### src/rtl/spi_cs_pkg.sv
package spi_cs_pkg;
    typedef enum logic [2:0] {
        ST_IDLE,
        ST_SHIFT,
        ST_GAP,
        ST_HOLD,
        ST_REL
    } seq_st_e;

    localparam logic [1:0] ADDR_DATA = 2'd0;
    localparam logic [1:0] ADDR_MODE = 2'd1;
    localparam logic [1:0] ADDR_CFG  = 2'd2;
endpackage

### src/rtl/spi_cs_regs.sv
module spi_cs_regs
    import spi_cs_pkg::*;
#(
    parameter int WORD_W = 8,
    parameter int SEL_W  = 4,
    parameter int NUM_CS = 4,
    parameter int DIV_W  = 8,
    parameter int DLY_W  = 8
) (
    input  logic                            clk,
    input  logic                            rst_n,
    input  logic                            wr_en,
    input  logic [1:0]                      wr_addr,
    input  logic [15:0]                     wr_data,
    input  logic                            pop,
    input  logic                            clr_last,
    output logic                            hold_valid,
    output logic [WORD_W-1:0]               hold_data,
    output logic [SEL_W-1:0]                hold_sel,
    output logic [NUM_CS-1:0]               keep,
    output logic [NUM_CS-1:0][DLY_W-1:0]    dly,
    output logic [DIV_W-1:0]                div,
    output logic                            decode,
    output logic                            last
);
    localparam int IDX_W   = $clog2(NUM_CS);
    localparam int SEL_LSB = 8;
    localparam int FLD_LSB = 8;

    typedef struct packed {
        logic                         hv;
        logic [WORD_W-1:0]            hd;
        logic [SEL_W-1:0]             hs;
        logic [NUM_CS-1:0]            keep;
        logic [NUM_CS-1:0][DLY_W-1:0] dly;
        logic [DIV_W-1:0]             div;
        logic                         dec;
        logic                         last;
    } regs_t;

    regs_t q, d;
    logic [IDX_W-1:0] cfg_idx;
    logic unused_wr;

    assign cfg_idx   = wr_data[IDX_W-1:0];
    assign unused_wr = ^wr_data;

    always_comb begin
        d = q;
        if (pop)      d.hv   = 1'b0;
        if (clr_last) d.last = 1'b0;
        if (wr_en) begin
            case (wr_addr)
                ADDR_DATA: begin
                    d.hv = 1'b1;
                    d.hd = wr_data[WORD_W-1:0];
                    d.hs = wr_data[SEL_LSB +: SEL_W];
                end
                ADDR_MODE: begin
                    d.dec  = wr_data[0];
                    d.last = wr_data[1];
                    d.div  = wr_data[FLD_LSB +: DIV_W];
                end
                ADDR_CFG: begin
                    d.keep[cfg_idx] = wr_data[2];
                    d.dly[cfg_idx]  = wr_data[FLD_LSB +: DLY_W];
                end
                default: ;
            endcase
        end
    end

    always_ff @(posedge clk or negedge rst_n) begin
        if (!rst_n) q <= '0;
        else        q <= d;
    end

    assign hold_valid = q.hv;
    assign hold_data  = q.hd;
    assign hold_sel   = q.hs;
    assign keep       = q.keep;
    assign dly        = q.dly;
    assign div        = q.div;
    assign decode     = q.dec;
    assign last       = q.last;


    hold_set_chk: assert property (@(posedge clk) disable iff (!rst_n)
        (wr_en && wr_addr == ADDR_DATA) |=> hold_valid);
endmodule

### src/rtl/spi_cs_sel_enc.sv
module spi_cs_sel_enc #(
    parameter int SEL_W  = 4,
    parameter int NUM_CS = 4
) (
    input  logic             active,
    input  logic             decode,
    input  logic [SEL_W-1:0] code,
    output logic [SEL_W-1:0] sel_n
);
    localparam int IDX_W = $clog2(NUM_CS);

    for (genvar i = 0; i < SEL_W; i++) begin : g_line
        logic direct_n;
        assign direct_n = (code[IDX_W-1:0] != IDX_W'(i));
        assign sel_n[i] = !active ? 1'b1 : (decode ? code[i] : direct_n);
    end
endmodule

### src/rtl/spi_cs_seq.sv
module spi_cs_seq
    import spi_cs_pkg::*;
#(
    parameter int WORD_W = 8,
    parameter int NUM_CS = 4,
    parameter int DIV_W  = 8,
    parameter int DLY_W  = 8
) (
    input  logic              clk,
    input  logic              rst_n,
    input  logic              wr_en,
    input  logic [1:0]        wr_addr,
    input  logic [15:0]       wr_data,
    output logic              hold_empty,
    output logic              spck,
    output logic              mosi,
    input  logic              miso,
    output logic [3:0]        sel_n,
    output logic [WORD_W-1:0] rx_data
);
    localparam int SEL_W = 4;
    localparam int IDX_W = $clog2(NUM_CS);
    localparam int CNT_W = (DIV_W > DLY_W) ? DIV_W : DLY_W;
    localparam int HP_W  = $clog2(2 * WORD_W);
    localparam logic [HP_W-1:0] HP_LAST = HP_W'(2 * WORD_W - 1);

    typedef struct packed {
        seq_st_e           st;
        logic [CNT_W-1:0]  cnt;
        logic [HP_W-1:0]   hp;
        logic [WORD_W-1:0] sh;
        logic              samp;
        logic              sck;
        logic              mosi;
        logic [SEL_W-1:0]  cur_sel;
        logic              last;
        logic [WORD_W-1:0] rx;
    } seq_t;

    seq_t q, d;
    logic pop, clr_last, load;
    logic hold_valid, decode, last_flag;
    logic [WORD_W-1:0] hold_data;
    logic [SEL_W-1:0] hold_sel;
    logic [NUM_CS-1:0] keep;
    logic [NUM_CS-1:0][DLY_W-1:0] dly;
    logic [DIV_W-1:0] div;
    logic [IDX_W-1:0] cur_idx;
    logic sel_active, unused_top;

    spi_cs_regs #(.WORD_W(WORD_W), .SEL_W(SEL_W), .NUM_CS(NUM_CS),
                  .DIV_W(DIV_W), .DLY_W(DLY_W)) i_regs (
        .clk(clk), .rst_n(rst_n), .wr_en(wr_en), .wr_addr(wr_addr),
        .wr_data(wr_data), .pop(pop), .clr_last(clr_last),
        .hold_valid(hold_valid), .hold_data(hold_data), .hold_sel(hold_sel),
        .keep(keep), .dly(dly), .div(div), .decode(decode), .last(last_flag)
    );

    assign cur_idx    = q.cur_sel[IDX_W-1:0];
    assign unused_top = q.sh[WORD_W-1];

    always_comb begin
        d        = q;
        pop      = 1'b0;
        clr_last = 1'b0;
        load     = 1'b0;
        unique case (q.st)
            ST_IDLE: if (hold_valid) load = 1'b1;
            ST_SHIFT: begin
                if (q.cnt == CNT_W'(div)) begin
                    d.cnt = '0;
                    d.hp  = q.hp + 1'b1;
                    if (!q.hp[0]) begin
                        d.sck  = 1'b1;
                        d.samp = miso;
                    end else begin
                        d.sck  = 1'b0;
                        d.sh   = {q.sh[WORD_W-2:0], q.samp};
                        d.mosi = q.sh[WORD_W-2];
                        if (q.hp == HP_LAST) begin
                            d.rx = {q.sh[WORD_W-2:0], q.samp};
                            d.st = ST_GAP;
                        end
                    end
                end else begin
                    d.cnt = q.cnt + 1'b1;
                end
            end
            ST_GAP: begin
                if (q.cnt == CNT_W'(dly[cur_idx])) begin
                    d.cnt = '0;
                    if (q.last) begin
                        d.st     = ST_REL;
                        clr_last = 1'b1;
                    end else if (hold_valid && hold_sel == q.cur_sel) begin
                        load = 1'b1;
                    end else if (keep[cur_idx]) begin
                        d.st = ST_HOLD;
                    end else begin
                        d.st = ST_REL;
                    end
                end else begin
                    d.cnt = q.cnt + 1'b1;
                end
            end
            ST_HOLD: begin
                if (hold_valid) begin
                    if (hold_sel == q.cur_sel) begin
                        load = 1'b1;
                    end else begin
                        d.st  = ST_REL;
                        d.cnt = '0;
                    end
                end
            end
            ST_REL: begin
                if (q.cnt == CNT_W'(div)) begin
                    d.st  = ST_IDLE;
                    d.cnt = '0;
                end else begin
                    d.cnt = q.cnt + 1'b1;
                end
            end
            default: d.st = ST_IDLE;
        endcase
        if (load) begin
            pop       = 1'b1;
            d.st      = ST_SHIFT;
            d.sh      = hold_data;
            d.mosi    = hold_data[WORD_W-1];
            d.cur_sel = hold_sel;
            d.last    = last_flag;
            d.cnt     = '0;
            d.hp      = '0;
            d.sck     = 1'b0;
        end
    end

    always_ff @(posedge clk or negedge rst_n) begin
        if (!rst_n) q <= '0;
        else        q <= d;
    end

    assign sel_active = (q.st == ST_SHIFT) || (q.st == ST_GAP) || (q.st == ST_HOLD);

    spi_cs_sel_enc #(.SEL_W(SEL_W), .NUM_CS(NUM_CS)) i_enc (
        .active(sel_active), .decode(decode), .code(q.cur_sel), .sel_n(sel_n)
    );

    assign hold_empty = !hold_valid;
    assign spck       = q.sck;
    assign mosi       = q.mosi;
    assign rx_data    = q.rx;


    one_sel_chk: assert property (@(posedge clk) disable iff (!rst_n)
        !decode |-> $countones(~sel_n) <= 1);


    no_direct_switch_chk: assert property (@(posedge clk) disable iff (!rst_n)
        (sel_n != 4'hF && $past(sel_n) != 4'hF) |-> sel_n == $past(sel_n));


    sck_in_sel_chk: assert property (@(posedge clk) disable iff (!rst_n)
        spck |-> sel_n != 4'hF);


    mosi_hold_chk: assert property (@(posedge clk) disable iff (!rst_n)
        (spck && $past(spck)) |-> $stable(mosi));
endmodule

### config.mk
export PLATFORM = sky130hd
export DESIGN_NAME = spi_cs_seq
export DESIGN_NICKNAME = d
export VERILOG_FILES = /design/src/rtl/spi_cs_pkg.sv /design/src/rtl/spi_cs_regs.sv /design/src/rtl/spi_cs_sel_enc.sv /design/src/rtl/spi_cs_seq.sv
export SDC_FILE = /design/constraint.sdc
export NUM_CORES = 1
export LEC_CHECK = 0
export ABC_CLOCK_PERIOD_IN_PS = 2500
export CAP_MARGIN = 20
export CORE_ASPECT_RATIO = 0.9
export CORE_MARGIN = 2
export CORE_UTILIZATION = 48
export CTS_CLUSTER_SIZE = 8
export DETAILED_ROUTE_END_ITERATION = 7
export PLACE_DENSITY_LB_ADDON = 0.1
export SLEW_MARGIN = 20
export SYNTH_ARGS = -nofsm -noshare
export SYNTH_HDL_FRONTEND = slang
export SYNTH_SLANG_ARGS = --single-unit
### constraint.sdc
create_clock -name clk -period 2.5 [get_ports clk]
set_input_delay 0.375 -clock clk [delete_from_list [all_inputs] [get_ports clk]]
set_output_delay 0.375 -clock clk [all_outputs]
set_load 0.02 [all_outputs]
==> flow_summary.json <==
{
  "peakVddDrop_v": 0.000513,
  "synth_edf_count": 0,
  "startpoint": "cur_idx[0]",
  "ys_seq_area_share_pct": 51.2,
  "nets": 460,
  "num_antenna_cells": 0,
  "grt_max_degree": 53,
  "clk_latency_ns": 0.37,
  "ios": 37,
  "ys_ff_latch": 96,
  "viasPerCell": 5.55,
  "ctsHoldBuffers": 0,
  "cpMostUsedCell": "buf_4",
  "p_per_area_mw_per_mm2": 1040,
  "grt_pass1_vias": 3142,
  "startpoint_type": "flip-flop",
  "r2r-end": "q[8]",
  "drtIter0Drc": 112,
  "design.die.area_mm2": 0.0106,
  "drv_slew": 0,
  "htreeDepth": 3,
  "synth_area_mm2": 0.00469,
  "syn_inst": 387,
  "syn_area_per_cell_um2": 12.1,
  "synth_top_area_cell": "dfrtp_1",
  "synth_most_common_cell": "dfrtp_1",
  "setup_viol": 0,
  "switching_share_pct": 36.7,
  "drive_gt1_share_pct": 30.8,
  "post_drt_wl_per_cell_um": 17.8,
  "endpoint_kind": "flip-flop",
  "crit_type": "flip-flop to flip-flop",
  "power_frac_seq_pct": 40.0,
  "gp_congestion": 0.818,
  "placementRows": 34,
  "path_cells": "buf_4 -> buf_4 -> xor2_1 -> nor4_2 -> buf_4 -> nand4b_1 -> nor3_4 -> or2_4 -> buf_4 -> mux2_4",
  "synthTopCellsByArea": "dfrtp_1, mux2_2, mux4_1, nand2_1, xor2_1",
  "dp.cells": 550,
  "max_freq_ghz": 0.421,
  "timing.final.crit_share_pct": 95.1,
  "via_count": 3147,
  "maxCapViolCount": 0,
  "crit_path_end": "q[8]",
  "portBuffers": 36,
  "crit_slowest_cell": "dfrtp_1",
  "grt_pass1_wl_um": 16400,
  "r2r_cells": 10,
  "r2r_setup_slack_ns": 0.12,
  "drcViolationCount": 0,
  "synth_nets": 411,
  "worst_path_largest_cell_delay_ns": 0.40,
  "status": "finished clean",
  "critPathArrivalTime_ns": 2.64,
  "clk_path_buf_depth": 2,
  "ys_types": 50,
  "die_h_um": 97.8,
  "die_w_um": 108,
  "crit_required_ns": 2.76,
  "skew_ns": 0.0103,
  "tightest_slew_ns": 0.695,
  "antenna_found_initial": 0,
  "relSlewSlack_pct": 53.7,
  "switching_power_mw": 2.13,
  "ant_nets": 0,
  "stdcell_area_mm2": 0.00556,
  "firstDrtPassIters": 4,
  "worstPathMaxFanout": 7,
  "power.internal_mw": 3.67,
  "start_util_pct": 49.0,
  "overflow": 0,
  "async_flop_share_pct": 100,
  "p_leak_nw": 2.40,
  "clkTransAtPathRegs_ns": 0.10,
  "r2r-start": "cur_idx[0]",
  "final-hold-violation-count": 0,
  "cts_sinks": 96,
  "utilization_pct": 58.1,
  "hpwl_um": 7150,
  "yosysWarnings": 0,
  "synth_common_cells": "dfrtp_1, mux2_2, nand2_1",
  "cts_buffers": 9,
  "final.min_clock_period_ns": 2.38,
  "cts_tree": "done",
  "finalNonFillerCells": 567,
  "pwr-share-comb_pct": 40.7,
  "grt_use_total_pct": 20.2,
  "placed_area_mm2": 0.00526,
  "p_clk_share_pct": 19.3,
  "core_area_mm2": 0.00957,
  "area_delta_synth_final_pct": 18.5,
  "wl_um": 10100,
  "ys.flop_type": "dfrtp_1",
  "hold_path_class": "input port to asynchronous set/reset pin",
  "synth_top_area_share_pct": 51.2,
  "cts_root_buf": "clkbuf_8"
}
==> critical path, delay by kind of cell, from the launching register on <==
kind	cells	cell delay (ns)
mux	1	0.30
flops	1	0.40
buf+inv	4	0.64
xor+xnor	1	0.16
simple gates	4	0.76
==> logic make-up (layout without fill, tap and decap cells) <==
kind of cell	after synthesis	in the layout	synth area share (%)
multiplexers	73	73	20.5
XOR/XNOR	25	25	4.83
flip-flops	96	96	51.2
AND/OR/NAND/NOR	93	93	10.4
buffers and inverters	41	95	4.64
adder cells (fa/ha/maj)	2	2	0.533
AO/OA/AOI/OAI	57	57	7.89
==> placed cells by master (no fill, tap or decap), types with 3 or more instances in the layout <==
cell,netlist,layout
xor2_1,15,15
xnor2_1,9,5
buf_4,8,25
o21ai_0,20,19
nand4_1,3,3
mux2_2,58,58
mux4_2,3,8
clkbuf_8,0,9
mux2_4,5,5
nor2_1,14,13
nand3b_1,9,9
inv_1,16,16
nand2_1,35,35
nand3_1,7,7
clkdlybuf4s50_1,0,34
xnor2_2,1,5
a21oi_1,9,9
nor2b_1,4,4
o211ai_1,9,9
o22a_1,4,4
dfrtp_1,96,94
==> routing by layer <==
| metal | track usage (%) | vias up | wire length, um |
|---|---|---|---|
| met5 | 0 | - | 0 |
| met4 | 5.13 | 0 | 120 |
| met3 | 4.61 | 7 | 385 |
| met2 | 30.5 | 51 | 4660 |
| met1 | 29.9 | 1620 | 4920 |
| li1 | - | 1469 | - |
==> area by class of cell <==
type	instances	area, um^2
Clock buffer	9	124
Clock inverter	7	100
Fill cell	831	4010
Inverter	16	60.1
Multi-Input combinational cell	250	2130
Sequential cell	96	2400
Tap cell	126	158
Timing Repair Buffer	63	583
==> power by group through the flow <==
stage	sequential [mW]	clock, mW	combinational [mW]
after CTS	2.29	1.15	2.19
after global placement	2.32	0	2.13
after detailed placement	2.32	0	2.18
final	2.32	1.12	2.36
after global routing	2.38	1.21	2.57
after floorplan	2.14	0	1.65
==> through the flow <==
stage	setup slack [ns]	TNS, ns	hold WS [ns]	power [mW]
after global placement	0.0876	0	0.462	4.45
after CTS	0.0422	0	0.0630	5.63
after global routing	-0.0192	-0.0262	0.0760	6.16
after floorplan	0.130	0	0.0794	3.79
final	0.123	0	0.0287	5.80
after detailed placement	0.0536	0	0.469	4.50
==> worst min-delay path by stage <==
stage / cells past startpoint / endpoint / from / slack, ns
floorplan: 0 / asynchronous set/reset pin / rst_n / 0.08
CTS: 1 / i_regs.div[7] / rst_n / 0.06
finish: 1 / q[35] / rst_n / 0.03
global route: 1 / q[35] / rst_n / 0.08
detailed placement: 1 / q[35] / rst_n / 0.47
global placement: 1 / q[35] / rst_n / 0.46
==> what timing repair did <==
| action | CTS | global route |
|---|---|---|
| setup buffers | 0 | 1 |
| resized for setup | 2 | 24 |
| pin swaps | 0 | 10 |
| setup endpoints to repair | 1 | 23 |
Power figures use the tool's default switching activity.
